File: src/rtl/adc_scan_pkg.sv
package adc_scan_pkg;

  localparam int NCH      = 8;
  localparam int CH_W     = $clog2(NCH);
  localparam int RES_W    = 10;
  localparam int NARROW_W = RES_W - 2;
  localparam int IDX_W    = $clog2(RES_W);
  localparam int CNT_W    = 6;
  localparam int DIV_W    = 4;

  localparam logic [1:0] M_ONCE   = 2'd0;
  localparam logic [1:0] M_REPEAT = 2'd1;
  localparam logic [1:0] M_PASS   = 2'd2;
  localparam logic [1:0] M_LOOP   = 2'd3;

  typedef enum logic [2:0] {
    ST_IDLE, ST_SETTLE, ST_SAMPLE, ST_TRIAL, ST_DECIDE
  } seq_st_e;

  typedef struct packed {
    logic [1:0] mode;
    logic [1:0] group;
    logic       table_b;
    logic       narrow;
    logic       hold_en;
    logic [2:0] clk_sel;
  } scan_cfg_t;

  // Clock divisor for a select code
  function automatic logic [DIV_W-1:0] divisor_of(input logic [2:0] sel);
    case (sel)
      3'd0:    divisor_of = DIV_W'(1);
      3'd1:    divisor_of = DIV_W'(2);
      3'd2:    divisor_of = DIV_W'(3);
      3'd3:    divisor_of = DIV_W'(4);
      3'd4:    divisor_of = DIV_W'(6);
      default: divisor_of = DIV_W'(12);
    endcase
  endfunction

  // Tracking ticks: total budget minus two ticks per resolved bit
  function automatic logic [CNT_W-1:0] track_ticks(input logic narrow, input logic hold_en);
    logic [CNT_W-1:0] budget;
    logic [CNT_W-1:0] bits;
    budget = hold_en ? (narrow ? CNT_W'(28) : CNT_W'(33))
                     : (narrow ? CNT_W'(49) : CNT_W'(59));
    bits   = narrow ? CNT_W'(NARROW_W) : CNT_W'(RES_W);
    track_ticks = budget - (bits << 1);
  endfunction

endpackage

File: src/rtl/adc_tick_div.sv
module adc_tick_div
  import adc_scan_pkg::*;
(
  input  logic       clk,
  input  logic       rst_n,
  input  logic       run,
  input  logic [2:0] clk_sel,
  output logic       tick
);

  logic [DIV_W-1:0] cnt_q, cnt_d;
  logic [DIV_W-1:0] div;

  always_comb begin
    div  = divisor_of(clk_sel);
    tick = run && (cnt_q == div - DIV_W'(1));
    if (!run || tick) cnt_d = '0;
    else              cnt_d = cnt_q + DIV_W'(1);
  end

  always_ff @(posedge clk or negedge rst_n) begin
    if (!rst_n) cnt_q <= '0;
    else        cnt_q <= cnt_d;
  end

  // Ticks never arrive back to back unless the divisor is one
  assert_tick_gap_R6: assert property (@(posedge clk) disable iff (!rst_n)
    (tick && div > DIV_W'(1)) |=> !tick);

endmodule

File: src/rtl/adc_sar_reg.sv
module adc_sar_reg
  import adc_scan_pkg::*;
(
  input  logic             clk,
  input  logic             rst_n,
  input  logic             clr,
  input  logic             set_bit,
  input  logic             decide,
  input  logic             cmp,
  input  logic             narrow,
  output logic [RES_W-1:0] code,
  output logic             last,
  output logic [RES_W-1:0] result
);

  logic [RES_W-1:0] code_q, code_d, decided;
  logic [IDX_W-1:0] idx_q, idx_d;

  always_comb begin
    decided = code_q;
    if (decide && !cmp) decided[idx_q] = 1'b0;
    code_d = decided;
    idx_d  = idx_q;
    if (decide) idx_d = idx_q - IDX_W'(1);
    if (set_bit) begin
      if (decide) code_d[idx_q - IDX_W'(1)] = 1'b1;
      else        code_d[idx_q] = 1'b1;
    end
    if (clr) begin
      code_d = '0;
      idx_d  = IDX_W'(RES_W - 1);
    end
    last   = narrow ? (idx_q == IDX_W'(RES_W - NARROW_W)) : (idx_q == '0);
    result = narrow ? {{(RES_W-NARROW_W){1'b0}}, decided[RES_W-1 -: NARROW_W]} : decided;
  end

  always_ff @(posedge clk or negedge rst_n) begin
    if (!rst_n) begin
      code_q <= '0;
      idx_q  <= IDX_W'(RES_W - 1);
    end else begin
      code_q <= code_d;
      idx_q  <= idx_d;
    end
  end

  assign code = code_q;

  // A trial step adds at most one set bit to the trial code
  assert_one_trial_bit_R3: assert property (@(posedge clk) disable iff (!rst_n)
    (set_bit && !clr) |=> ($countones(code_q) <= $past($countones(code_q)) + 1));

endmodule

File: src/rtl/adc_seq_fsm.sv
module adc_seq_fsm
  import adc_scan_pkg::*;
#(
  parameter int SETTLE_TICKS = 4
) (
  input  logic             clk,
  input  logic             rst_n,
  input  logic             start_req,
  input  logic             stop_req,
  input  scan_cfg_t        cfg,
  input  logic [CH_W-1:0]  chan_sel,
  input  logic [2:0]       irq_level,
  input  logic             tick,
  input  logic             sar_last,
  output logic             busy,
  output logic [CH_W-1:0]  chan,
  output logic             tracking,
  output logic             sar_clr,
  output logic             sar_set,
  output logic             sar_dec,
  output logic             res_we,
  output logic             irq,
  output logic [2:0]       clk_sel,
  output logic             narrow
);

  seq_st_e          st_q, st_d;
  logic [CNT_W-1:0] cnt_q, cnt_d;
  logic [CH_W-1:0]  ch_q, ch_d, ch_next, last_ch;
  scan_cfg_t        cfg_q, cfg_d;
  logic             irq_q, irq_d;
  logic [CNT_W-1:0] track_n;

  always_comb begin
    track_n = track_ticks(cfg_q.narrow, cfg_q.hold_en);
    last_ch = (cfg_q.mode == M_LOOP && cfg_q.table_b) ? {1'b0, cfg_q.group}
                                                      : {cfg_q.group, 1'b1};
    ch_next = (ch_q == last_ch) ? '0 : ch_q + CH_W'(1);
    st_d    = st_q;
    cnt_d   = cnt_q;
    ch_d    = ch_q;
    cfg_d   = cfg_q;
    irq_d   = 1'b0;
    sar_clr = 1'b0;
    sar_set = 1'b0;
    sar_dec = 1'b0;
    res_we  = 1'b0;
    if (st_q == ST_IDLE) begin
      if (start_req) begin
        cfg_d   = cfg;
        ch_d    = cfg.mode[1] ? '0 : chan_sel;
        st_d    = ST_SETTLE;
        cnt_d   = '0;
        sar_clr = 1'b1;
      end
    end else if (stop_req) begin
      st_d    = ST_IDLE;
      cnt_d   = '0;
      sar_clr = 1'b1;
    end else if (tick) begin
      case (st_q)
        ST_SETTLE: begin
          if (cnt_q == CNT_W'(SETTLE_TICKS - 1)) begin
            st_d  = ST_SAMPLE;
            cnt_d = '0;
          end else begin
            cnt_d = cnt_q + CNT_W'(1);
          end
        end
        ST_SAMPLE: begin
          if (cnt_q == track_n - CNT_W'(1)) begin
            st_d    = ST_TRIAL;
            cnt_d   = '0;
            sar_set = 1'b1;
          end else begin
            cnt_d = cnt_q + CNT_W'(1);
          end
        end
        ST_TRIAL: st_d = ST_DECIDE;
        ST_DECIDE: begin
          sar_dec = 1'b1;
          if (!sar_last) begin
            sar_set = 1'b1;
            st_d    = ST_TRIAL;
          end else begin
            res_we  = 1'b1;
            sar_clr = 1'b1;
            cnt_d   = '0;
            case (cfg_q.mode)
              M_ONCE: begin
                st_d  = ST_IDLE;
                irq_d = (irq_level != 3'd0);
              end
              M_REPEAT: st_d = ST_SAMPLE;
              M_PASS: begin
                if (ch_q == last_ch) begin
                  st_d  = ST_IDLE;
                  irq_d = (irq_level != 3'd0);
                end else begin
                  ch_d = ch_next;
                  st_d = ST_SETTLE;
                end
              end
              default: begin
                ch_d = ch_next;
                st_d = (ch_next == ch_q) ? ST_SAMPLE : ST_SETTLE;
              end
            endcase
          end
        end
        default: st_d = ST_IDLE;
      endcase
    end
  end

  always_ff @(posedge clk or negedge rst_n) begin
    if (!rst_n) begin
      st_q  <= ST_IDLE;
      cnt_q <= '0;
      ch_q  <= '0;
      cfg_q <= '0;
      irq_q <= 1'b0;
    end else begin
      st_q  <= st_d;
      cnt_q <= cnt_d;
      ch_q  <= ch_d;
      cfg_q <= cfg_d;
      irq_q <= irq_d;
    end
  end

  assign busy     = (st_q != ST_IDLE);
  assign chan     = ch_q;
  assign tracking = (st_q == ST_SAMPLE);
  assign irq      = irq_q;
  assign clk_sel  = cfg_q.clk_sel;
  assign narrow   = cfg_q.narrow;

  // The input selector holds still while the input is tracked
  assert_mux_hold_R8: assert property (@(posedge clk) disable iff (!rst_n)
    (st_q == ST_SAMPLE && $past(st_q) == ST_SAMPLE) |-> $stable(ch_q));

  // Interrupts only follow a finished single conversion or single pass
  assert_irq_terminal_R11: assert property (@(posedge clk) disable iff (!rst_n)
    irq_q |-> (!busy && !$past(cfg_q.mode[0])));

  // A stop request always lands in idle on the next cycle
  assert_stop_idle_R7: assert property (@(posedge clk) disable iff (!rst_n)
    (stop_req && busy) |=> !busy);

endmodule

File: src/rtl/adc_regs.sv
module adc_regs
  import adc_scan_pkg::*;
(
  input  logic             clk,
  input  logic             rst_n,
  input  logic             reg_wr,
  input  logic [3:0]       reg_addr,
  input  logic [7:0]       reg_wdata,
  output logic [15:0]      reg_rdata,
  input  logic             busy,
  input  logic             res_we,
  input  logic [CH_W-1:0]  res_ch,
  input  logic [RES_W-1:0] res_val,
  output logic             start_req,
  output logic             stop_req,
  output scan_cfg_t        cfg,
  output logic [CH_W-1:0]  chan_sel,
  output logic [2:0]       irq_level
);

  logic [CH_W-1:0] a_chan;
  logic [1:0]      a_mode;
  logic            a_trig, a_fs0;
  logic [1:0]      b_group;
  logic            b_table, b_narrow, b_fs1;
  logic            c_hold, c_fs2;
  logic [2:0]      lvl_q;
  logic            wr_a, wr_b, wr_c, wr_l;
  logic [RES_W-1:0] res_q [NCH];

  assign wr_a = reg_wr && (reg_addr == 4'd0);
  assign wr_b = reg_wr && (reg_addr == 4'd1);
  assign wr_c = reg_wr && (reg_addr == 4'd2);
  assign wr_l = reg_wr && (reg_addr == 4'd3);

  always_ff @(posedge clk or negedge rst_n) begin
    if (!rst_n) begin
      a_chan <= '0; a_mode <= '0; a_trig <= 1'b0; a_fs0 <= 1'b0;
    end else if (wr_a) begin
      a_chan <= reg_wdata[2:0];
      a_mode <= reg_wdata[4:3];
      a_trig <= reg_wdata[5];
      a_fs0  <= reg_wdata[7];
    end
  end

  always_ff @(posedge clk or negedge rst_n) begin
    if (!rst_n) begin
      b_group <= '0; b_table <= 1'b0; b_narrow <= 1'b0; b_fs1 <= 1'b0;
    end else if (wr_b) begin
      b_group  <= reg_wdata[1:0];
      b_table  <= reg_wdata[2];
      b_narrow <= reg_wdata[3];
      b_fs1    <= reg_wdata[4];
    end
  end

  always_ff @(posedge clk or negedge rst_n) begin
    if (!rst_n) begin
      c_hold <= 1'b0; c_fs2 <= 1'b0;
    end else if (wr_c) begin
      c_hold <= reg_wdata[0];
      c_fs2  <= reg_wdata[1];
    end
  end

  always_ff @(posedge clk or negedge rst_n) begin
    if (!rst_n)    lvl_q <= '0;
    else if (wr_l) lvl_q <= reg_wdata[2:0];
  end

  for (genvar gi = 0; gi < NCH; gi++) begin : g_res
    always_ff @(posedge clk or negedge rst_n) begin
      if (!rst_n)                                res_q[gi] <= '0;
      else if (res_we && res_ch == CH_W'(gi))    res_q[gi] <= res_val;
    end

    // Results move only on their own completion cycle
    assert_result_hold_R12: assert property (@(posedge clk) disable iff (!rst_n)
      !(res_we && res_ch == CH_W'(gi)) |=> $stable(res_q[gi]));
  end

  // Control fields as seen by a start: a write to CTL_A takes effect with it
  always_comb begin
    start_req   = wr_a && reg_wdata[6];
    stop_req    = wr_a && !reg_wdata[6];
    chan_sel    = wr_a ? reg_wdata[2:0] : a_chan;
    cfg.mode    = wr_a ? reg_wdata[4:3] : a_mode;
    cfg.clk_sel = {c_fs2, b_fs1, wr_a ? reg_wdata[7] : a_fs0};
    cfg.group   = b_group;
    cfg.table_b = b_table;
    cfg.narrow  = b_narrow;
    cfg.hold_en = c_hold;
    irq_level   = lvl_q;
  end

  always_comb begin
    reg_rdata = '0;
    if (reg_addr[3]) begin
      reg_rdata = {{(16-RES_W){1'b0}}, res_q[reg_addr[2:0]]};
    end else begin
      case (reg_addr[2:0])
        3'd0: reg_rdata = {8'd0, a_fs0, busy, a_trig, a_mode, a_chan};
        3'd1: reg_rdata = {11'd0, b_fs1, b_narrow, b_table, b_group};
        3'd2: reg_rdata = {14'd0, c_fs2, c_hold};
        3'd3: reg_rdata = {13'd0, lvl_q};
        default: reg_rdata = '0;
      endcase
    end
  end

endmodule

File: src/rtl/adc_scan_seq.sv
module adc_scan_seq
  import adc_scan_pkg::*;
#(
  parameter int SETTLE_TICKS = 4
) (
  input  logic             clk,
  input  logic             rst_n,
  input  logic             reg_wr,
  input  logic [3:0]       reg_addr,
  input  logic [7:0]       reg_wdata,
  output logic [15:0]      reg_rdata,
  input  logic             cmp_in,
  output logic [CH_W-1:0]  mux_sel,
  output logic [RES_W-1:0] dac_code,
  output logic             sample_hold,
  output logic             irq
);

  logic [1:0]       rst_sync;
  logic             rst_n_s;
  logic             start_req, stop_req, busy, tick;
  logic             sar_clr, sar_set, sar_dec, sar_last, res_we, narrow;
  logic [CH_W-1:0]  chan_sel, chan;
  logic [2:0]       irq_level, clk_sel;
  logic [RES_W-1:0] sar_result;
  scan_cfg_t        cfg;

  always_ff @(posedge clk or negedge rst_n) begin
    if (!rst_n) rst_sync <= 2'b00;
    else        rst_sync <= {rst_sync[0], 1'b1};
  end
  assign rst_n_s = rst_sync[1];

  adc_regs u_regs (
    .clk(clk), .rst_n(rst_n_s), .reg_wr(reg_wr), .reg_addr(reg_addr),
    .reg_wdata(reg_wdata), .reg_rdata(reg_rdata), .busy(busy),
    .res_we(res_we), .res_ch(chan), .res_val(sar_result),
    .start_req(start_req), .stop_req(stop_req), .cfg(cfg),
    .chan_sel(chan_sel), .irq_level(irq_level)
  );

  adc_seq_fsm #(.SETTLE_TICKS(SETTLE_TICKS)) u_fsm (
    .clk(clk), .rst_n(rst_n_s), .start_req(start_req), .stop_req(stop_req),
    .cfg(cfg), .chan_sel(chan_sel), .irq_level(irq_level), .tick(tick),
    .sar_last(sar_last), .busy(busy), .chan(chan), .tracking(sample_hold),
    .sar_clr(sar_clr), .sar_set(sar_set), .sar_dec(sar_dec),
    .res_we(res_we), .irq(irq), .clk_sel(clk_sel), .narrow(narrow)
  );

  adc_tick_div u_div (
    .clk(clk), .rst_n(rst_n_s), .run(busy), .clk_sel(clk_sel), .tick(tick)
  );

  adc_sar_reg u_sar (
    .clk(clk), .rst_n(rst_n_s), .clr(sar_clr), .set_bit(sar_set),
    .decide(sar_dec), .cmp(cmp_in), .narrow(narrow), .code(dac_code),
    .last(sar_last), .result(sar_result)
  );

  assign mux_sel = chan;

endmodule

File: config.mk
export PLATFORM = sky130hd
export DESIGN_NAME = adc_scan_seq
export DESIGN_NICKNAME = d
export VERILOG_FILES = /design/src/rtl/adc_scan_pkg.sv /design/src/rtl/adc_tick_div.sv /design/src/rtl/adc_sar_reg.sv /design/src/rtl/adc_seq_fsm.sv /design/src/rtl/adc_regs.sv /design/src/rtl/adc_scan_seq.sv
export SDC_FILE = /design/constraint.sdc
export NUM_CORES = 1
export LEC_CHECK = 0
export BUFFER_PORTS_ARGS = -buffer_cell sky130_fd_sc_hd__buf_2
export CORE_ASPECT_RATIO = 0.9
export CORE_MARGIN = 2
export CORE_UTILIZATION = 58
export CTS_BUF_LIST = sky130_fd_sc_hd__clkbuf_4
export DETAILED_ROUTE_END_ITERATION = 8
export PLACE_DENSITY = 0.77
export SYNTH_ARGS = -nofsm -noshare
export SYNTH_HDL_FRONTEND = slang
export SYNTH_SLANG_ARGS = --single-unit
File: constraint.sdc
create_clock -name clk -period 10.5 [get_ports clk]
set_input_delay 3.15 -clock clk [delete_from_list [all_inputs] [get_ports clk]]
set_output_delay 3.15 -clock clk [all_outputs]
set_load 0.02 [all_outputs]
==> results of run 1 <==
==> final timing paths <==
path / startpoint / end / slack (ns)
setup / recovery: reg_addr[0] / reg_rdata[4] / 2.20
hold / removal: rst_sync[0] / rst_sync[1] / 0.38
setup reg to reg: u_fsm.clk_sel[0] / u_regs.res_q[70] / 7.08
hold reg to reg: rst_sync[0] / rst_sync[1] / 0.38
max in group asynchronous: rst_n / rst_sync[1] / 8.03
min in group asynchronous: rst_sync[1] / u_regs.res_q[62] / 0.39
==> worst max-delay path: cells and delay by family <==
kind / cells / cell delay, ns
AOI/OAI and AO/OA: 1 / 0.15
buffers and inverters: 2 / 0.90
muxes: 2 / 0.88
and+or+nand+nor: 1 / 0.07
==> cells by family (layout without fill, tap and decap cells) <==
kind of cell             after synthesis  after routing  share of synthesized area
XOR/XNOR                              24             24                     0.0302
multiplexers                         154            154                      0.257
flip-flops                           140            140                      0.457
buffers and inverters                 48             89                     0.0315
other                                  2              7                   0.000979
AO/OA/AOI/OAI                         90             90                     0.0811
adder cells (fa/ha/maj)               18             18                     0.0294
AND/OR/NAND/NOR                      148            148                      0.112
==> synthesized netlist by cell type (all sizes together), types with 12 or more instances <==
library cell	n
nor3	18
nor2	23
clkbuf	12
mux4	22
mux2	116
a21oi	18
and3	16
xnor2	16
mux2i	16
ha	18
buf	20
inv	16
nand2	32
o21ai	33
dfrtp	138
nand3	22
==> state kept, by name (all words and copies together), names as in the netlist, 3 cells and up <==
register,count
u_regs.res_q,80
u_sar.code,10
u_fsm.cfg_q,6
u_fsm.cnt_q,6
u_div.cnt_q,4
u_sar.idx_q,4
u_fsm.chan,3
u_fsm.clk_sel,3
u_fsm.st_q,3
u_regs.a_chan,3
u_regs.irq_level,3
==> final cells by class <==
| cell class | instances | share of cell area |
|---|---|---|
| Timing Repair Buffer | 41 | 0.0253 |
| Sequential cell | 140 | 0.428 |
| Clock buffer | 17 | 0.0156 |
| Multi-Input combinational cell | 441 | 0.481 |
| Clock inverter | 15 | 0.0177 |
| Tap cell | 164 | 0.0250 |
| Inverter | 16 | 0.00733 |
==> metal layers <==
metal  part of all wire  GRT usage
met1               0.44      0.369
met3              0.070     0.0444
met4              0.017     0.0815
met5                  0          0
met2               0.48      0.411
==> power groups by stage <==
stage	registers [uW]	logic, uW	clock network [uW]
after floorplan	671	405	0
after global placement	703	468	0
after detailed placement	708	486	0
after CTS	698	490	345
after global routing	712	540	368
final	701	498	341
==> per-stage QoR <==
stage,instances,util,hold slack [ns]
2_1_floorplan,629,-,0.331
3_3_place_gp,802,0.620,0.342
3_5_place_dp,802,0.620,0.341
4_1_cts,834,0.641,0.380
5_1_grt,834,0.641,0.396
6_report,834,0.641,0.377
==> results.md, run 1 <==
- Register area share after synthesis: 0.457
- Layout cells sized above 1: 0.342
- Ys flop type: dfrtp_1
- First-pass GRT wire length: 28.4 mm
- Design Area, Final: 0.00820 sq mm
- Post-Synthesis Cells: 624
- Vias per inst: 6.38
- Max-Cap Viols: 0
- Syn avg cell area: 12.3 sq um
- Initial Util: 0.600
- Layout Skew: 0.0254 ns
- Min Tclk post-route: 8.30 ns
- Syn Std Cell Area: 0.00767 sq mm
- P_sw: 639 uW
- Pwr per Cell Area: 188 mW/mm^2
- Crit start category: input pin
- Slowest-stage cell, CP: buf_2
- Sequential Power Share: 0.455
- Antenna cells: 0
- Clock slew at reported path FFs: 0.13 ns
- Port Buffer Count: 40
- Io pins: 47
- Number of global-route vias before repair: 5276
- Setup_tns: 0 ns
- Tcrit/Tclk final: 0.791
- Fillers: 939
- Ys Warns: 0
- Hpwl dp: 11.9 mm
- Critical path class: in2out
- Ys async rst share: 1.00
- Switching share of power: 0.415
- CTS tree: done
- Via count: 5318
- CP most frequent cell: buf_2
- H-Tree Depth: 4
- Area contributors post-synth: dfrtp_1, mux2_2, mux4_2, ha_1, mux2i_1
- Pre-CTS WS: 2.19 ns
- Setup ws final: 2.20 ns
- Total track usage: 0.258
- Drc violations: 0
- Drt first pass iters: 6
- Clock buffer depth: 2
- CTS Sinks: 140
- Overall Power: 1540 uW
- Die area: 0.0142 sq mm
- RSZ-0062 raised after global routing: no
- Antenna violations before repair: 0
- Logic pwr share: 0.323
- Critical Path RT: 7.35 ns
- Hold-critical path depth: 0
- Die Ht: 113 um
- Post-CTS setup buffers: 0
- Area growth syn-to-layout: 6.87%
- EDFF count, synth: 0
- Area post-placement: 0.00792 sq mm
- Grt total ovfl: 0
- # setup viols final: 0
- Register area: 0.00351 sq mm
- Synth unique cells: 74
- DRT iter0 DRCs: 581
- Status: complete, no violations
- Cell depth of the worst flop-to-flop path: 9
- Crit path cell chain: buf_2 > mux4_2 > mux2_2 > nand2_1 > o21ai_0 > buf_2
- PostCTS Resize Cnt: 0
- Share of the synthesized area in the top cell type: 0.450
- Worst-path maximum fanout: 31
- Flops & latches, synth: 140
- Total Routed Length: 17.2 mm
- Clock network power share: 0.221
- Worst EP arrival: 5.15 ns
- Multi-input gate area: 0.00394 sq mm
- Largest area contributor in the netlist: dfrtp_1
- Most common cell after layout, fill and taps aside: dfrtp_1
- Clk_lat worst skew: 0.56 ns
- GP Congestion: 0.875
- Post-CTS Hold Fix Bufs: 0
- HP Class: reg2reg
- Pin count of the biggest net entering global routing: 83
- P_leak: 0.00386 uW
- Number of buffers created by CTS: 17
- Final hold vios: 0
- Site row count: 39
- CP endpoint kind: primary output
- Clock Tree Root: clkbuf_4
- Highest Clock Rate: 120 MHz
- Nets: 691
- Slowest stage delay, CP: 0.69 ns
- Routed len/inst: 20.7 um
- Max-slew violation count: 0
- VDD IR-drop max: 0.111 mV
- Worst-Margin Slew: 1.12 ns
- Chip Width: 125 um
- Slew headroom: 0.251
- Antenna-violating nets left: 0
- Internal: 900 uW
- Most frequent cells in the layout: dfrtp_1, mux2_2, buf_2, nand2_1, o21ai_0
- Core area: 0.0128 sq mm
Note: power is estimated with default switching activity, not from simulation.
==> inputs of run 2 (changes only) <==
==> constraint.sdc (replaced) <==
create_clock -name clk -period 7.9 [get_ports clk]
set_input_delay 2.37 -clock clk [delete_from_list [all_inputs] [get_ports clk]]
set_output_delay 2.37 -clock clk [all_outputs]
set_load 0.02 [all_outputs]
==> run 2 against run 1 <==
  * Non-clock buffer count grew 1
  * Critical path depth unchanged
  * Sequential cell count stayed put
  * Register-to-register slack worse by 2.6 ns
  * Worst setup slack worse by 1.1 ns
  * Critical path type unchanged
  * Largest power group unchanged
==> results.md, run 2 (same netlist as run 1, synthesis figures left out) <==
- Clock network power share: 0.233
- Routed len/inst: 20.9 um
- Min Tclk post-route: 6.78 ns
- Hpwl dp: 12.0 mm
- Pwr per Cell Area: 252 mW/mm^2
- Die Ht: 113 um
- Area growth syn-to-layout: 7.28%
- Grt total ovfl: 0
- CTS Sinks: 140
- Layout Skew: 0.0309 ns
- P_leak: 0.00386 uW
- CP most frequent cell: buf_2
- First-pass GRT wire length: 28.6 mm
- Slew headroom: 0.203
- Slowest-stage cell, CP: buf_2
- Die area: 0.0142 sq mm
- Crit path cell chain: buf_2 > mux4_2 > mux2_2 > nand2_1 > o21ai_0 > buf_2
- Worst-Margin Slew: 1.19 ns
- Antenna violations before repair: 1
- Multi-input gate area: 0.00394 sq mm
- Drc violations: 0
- CP endpoint kind: primary output
- Drt first pass iters: 8
- Largest register FFs: 80
- Critical path class: in2out
- Switching share of power: 0.397
- Port Buffer Count: 40
- Worst EP arrival: 4.41 ns
- Nets: 692
- Core area: 0.0128 sq mm
- Buffers & Inverters on Critical Path: 2
- Overall Power: 2080 uW
- VDD IR-drop max: 0.169 mV
- Setup ws final: 1.12 ns
- Crit path max-delay family: buffers and inverters
- Most common cell after layout, fill and taps aside: dfrtp_1
- Tcrit/Tclk final: 0.859
- Sequential Power Share: 0.447
- GP Congestion: 0.885
- Setup_tns: 0 ns
- HP Class: reg2reg
- Top reg by flops: u_regs.res_q
- Status: complete, no violations
- Chip Width: 125 um
- RSZ-0062 raised after global routing: no
- P_sw: 824 uW
- Slowest stage delay, CP: 0.71 ns
- Fillers: 943
- Vias per inst: 6.28
- Pin count of the biggest net entering global routing: 83
- Final hold vios: 0
- Logic pwr share: 0.320
- Minimum hold slack: 0.379 ns
- Met3 Usage GRT: 0.0591
- PostCTS Resize Cnt: 0
- Clock buffer depth: 2
- Site row count: 39
- Max-slew violation count: 0
- Met2 Use GR: 0.417
- Total Routed Length: 17.4 mm
- Antenna-violating nets left: 0
- H-Tree Depth: 4
- Crit start category: input pin
- # setup viols final: 0
- Initial Util: 0.600
- Number of global-route vias before repair: 5340
- Critical Path RT: 5.53 ns
- Total track usage: 0.259
- M1 GR Usage: 0.362
- Pre-CTS WS: 1.13 ns
- Number of buffers created by CTS: 17
- Clock slew at reported path FFs: 0.13 ns
- Io pins: 47
- Worst-path maximum fanout: 31
- Layout cells sized above 1: 0.341
- Internal: 1250 uW
- Register area: 0.00351 sq mm
- GR peak layer: met2
- Via count: 5247
- Clk_lat worst skew: 0.56 ns
- Max-Cap Viols: 0
- Post-CTS Hold Fix Bufs: 0
- CTS tree: done
- Most frequent cells in the layout: dfrtp_1, mux2_2, buf_2, nand2_1, o21ai_0
- DRT iter0 DRCs: 612
- Highest Clock Rate: 147 MHz
- Clock Tree Root: clkbuf_4
- Post-CTS setup buffers: 0
-- run 2: changes by cell type in the layout (fill, tap and decap cells not counted), moves of 2 or more --
cell and delta:
inv_8 -4, clkinv_4 +3, bufinv_16 +2, inv_6 -2
-- run 2: layout make-up --
cell class | count | area share
multi-input cells | 441 | 0.479
flip-flops and latches | 140 | 0.427
repair buffers | 42 | 0.0262
well taps | 164 | 0.0249
clock inverters | 14 | 0.0193
clock buffers | 18 | 0.0164
inverters | 16 | 0.00730
diodes | 1 | 0.000304
-- run 2: through the flow --
step | instance area [sq um] | util | std cells
after floorplan | 7690 | - | 629
after global placement | 7930 | 0.620 | 803
after detailed placement | 7930 | 0.620 | 803
after CTS | 8220 | 0.643 | 835
after global routing | 8230 | 0.643 | 836
final | 8230 | 0.643 | 836
-- run 2: power by group through the flow --
stage	Combinational (uW)	Sequential [uW]	Clock (uW)
6_report	665	928	483
5_1_grt	727	943	522
4_1_cts	657	925	488
3_5_place_dp	652	938	0
3_3_place_gp	622	934	0
2_1_floorplan	538	892	0
-- run 2: metal layers --
metal,part of all wire,vias to the layer above,routed length [um]
met5,0,-,0
met4,0.013,0,223
met3,0.069,21,1210
met2,0.47,220,8270
met1,0.44,2640,7740
li1,-,2366,-
-- run 2: final timing paths --
check	slack, ns	to	from	cells past startpoint
setup / recovery	1.12	reg_rdata[3]	reg_addr[0]	6
hold / removal	0.38	rst_sync[1]	rst_sync[0]	0
setup reg to reg	4.50	u_regs.res_q[75]	u_fsm.clk_sel[0]	9
hold reg to reg	0.38	rst_sync[1]	rst_sync[0]	0
max in group asynchronous	5.97	u_fsm.st_q[2]	rst_sync[1]	1
min in group asynchronous	0.39	u_regs.res_q[50]	rst_sync[1]	0
==> inputs of run 3 (changes only) <==
--- a/config.mk
+++ b/config.mk
@@ -5,7 +5,7 @@
 export SDC_FILE = /design/constraint.sdc
 export NUM_CORES = 1
 export LEC_CHECK = 0
-export BUFFER_PORTS_ARGS = -buffer_cell sky130_fd_sc_hd__buf_2
+export BUFFER_PORTS_ARGS = -buffer_cell sky130_fd_sc_hd__buf_4
 export CORE_ASPECT_RATIO = 0.9
 export CORE_MARGIN = 2
 export CORE_UTILIZATION = 58
==> run 3 against run 2 <==
  * Clock skew fell by 0.0078 ns
  * Critical endpoint is now reg_rdata[4]
  * Sequential power barely moved
  * Combinational power rose by 2%
  * Hold slack got worse by 0.0088 ns
  * Via count rose by 1.3%
  * First-iteration DRC count rose by 1.5%
  * Critical path type unchanged
  * Largest power group unchanged
==> results.md, run 3 (same netlist as run 1, synthesis figures left out) <==
- Status: complete, no violations
- Antenna violations before repair: 0
- DRT iter0 DRCs: 621
- VDD IR-drop max: 0.209 mV
- Top reg by flops: u_regs.res_q
- Pwr per Cell Area: 257 mW/mm^2
- Pin count of the biggest net entering global routing: 80
- Worst EP arrival: 4.12 ns
- Initial Util: 0.600
- Worst-path maximum fanout: 31
- CTS Sinks: 140
- H-Tree Depth: 4
- Clock buffer depth: 2
- Routed len/inst: 21.3 um
- Via count: 5313
- Clock slew at reported path FFs: 0.12 ns
- Setup ws final: 1.41 ns
- Final hold vios: 0
- PostCTS Resize Cnt: 0
- Hold-critical path depth: 0
- Slew headroom: 0.248
- Layout Skew: 0.0231 ns
- Setup_tns: 0 ns
- Area growth syn-to-layout: 9.01%
- Overall Power: 2150 uW
- Crit start category: input pin
- Most frequent cells in the layout: dfrtp_1, mux2_2, buf_4, nand2_1, o21ai_0
- Largest register FFs: 80
- Max-slew violation count: 0
- Min Tclk post-route: 6.49 ns
- Clock Tree Root: clkbuf_4
- HP Class: reg2reg
- Worst r2r src: u_fsm.clk_sel[0]
- Hpwl dp: 12.3 mm
- GP Congestion: 0.858
- Tcrit/Tclk final: 0.822
- Reg2reg end: u_regs.res_q[75]
- Chip Width: 125 um
- Site row count: 39
- Cell depth of the worst flop-to-flop path: 9
- Hold path endpoint: rst_sync[1]
- Antenna-violating nets left: 0
- # setup viols final: 0
- P_leak: 0.00390 uW
- Drt first pass iters: 7
- Die area: 0.0142 sq mm
- Number of global-route vias before repair: 5457
- Worst-Margin Slew: 1.12 ns
- CP endpoint kind: primary output
- Pre-CTS WS: 1.43 ns
- Die Ht: 113 um
- Critical Path RT: 5.53 ns
- Port Buffer Count: 40
- Max-Cap Viols: 0
- Number of buffers created by CTS: 17
- Io pins: 47
- Total Routed Length: 17.7 mm
- M1 GR Usage: 0.378
- Grt total ovfl: 0
- Worst Hold Launch: rst_sync[0]
- Reg-to-reg slack, setup: 4.53 ns
- Post-CTS setup buffers: 0
- Antenna cells: 0
- Vias per inst: 6.37
- Drc violations: 0
- Clk_lat worst skew: 0.59 ns
- Total track usage: 0.268
- Minimum hold slack: 0.370 ns
- GR peak layer: met2
- Highest Clock Rate: 154 MHz
- Critical path class: in2out
- Most common cell after layout, fill and taps aside: dfrtp_1
- CTS tree: done
- Post-CTS Hold Fix Bufs: 0
- RSZ-0062 raised after global routing: no
- Core area: 0.0128 sq mm
- Layout cells sized above 1: 0.340
- First-pass GRT wire length: 29.2 mm
- Met3 Usage GRT: 0.0624
- Met2 Use GR: 0.419
- Nets: 691
[run 3: final cells by class]
| type | instances | area (sq um) |
|---|---|---|
| clock buffers | 17 | 128 |
| clock inverters | 15 | 209 |
| fillers | 974 | 4430 |
| inverters | 16 | 60.1 |
| multi-input cells | 441 | 3940 |
| flip-flops and latches | 140 | 3510 |
| well taps | 164 | 205 |
| repair buffers | 41 | 308 |
[run 3: per-stage QoR]
stage	utilization	cell area (sq um)	instances
after floorplan	-	7690	629
after global placement	0.628	8020	802
after detailed placement	0.628	8020	802
after CTS	0.654	8360	834
after global routing	0.654	8360	834
final	0.654	8360	834
[run 3: worst max path at each step]
stage	start	to	slack, ns
finish	reg_addr[0]	reg_rdata[4]	1.41
global route	reg_addr[0]	reg_rdata[3]	1.34
CTS	reg_addr[0]	reg_rdata[3]	1.42
detailed placement	reg_addr[0]	reg_rdata[3]	1.43
global placement	reg_addr[0]	reg_rdata[3]	1.45
floorplan	reg_addr[0]	reg_rdata[3]	1.54
[run 3: critical path, cell delays in order]
cell	delay (ns)
buf_4	0.43
mux4_2	0.57
mux2_2	0.28
nand2_1	0.07
o21ai_0	0.17
buf_4	0.21
[run 3: metal layers]
metal | vias to the layer above | share of wire | wire (um)
met1 | 2697 | 0.44 | 7790
met3 | 27 | 0.064 | 1130
met5 | - | 0 | 0
li1 | 2361 | - | -
met4 | 0 | 0.016 | 278
met2 | 228 | 0.48 | 8540
[run 3: power breakdown]
group          total (uW)  switching (uW)  internal, uW
Clock                 545             288           257
Combinational         677             404           272
Sequential            929             135           793
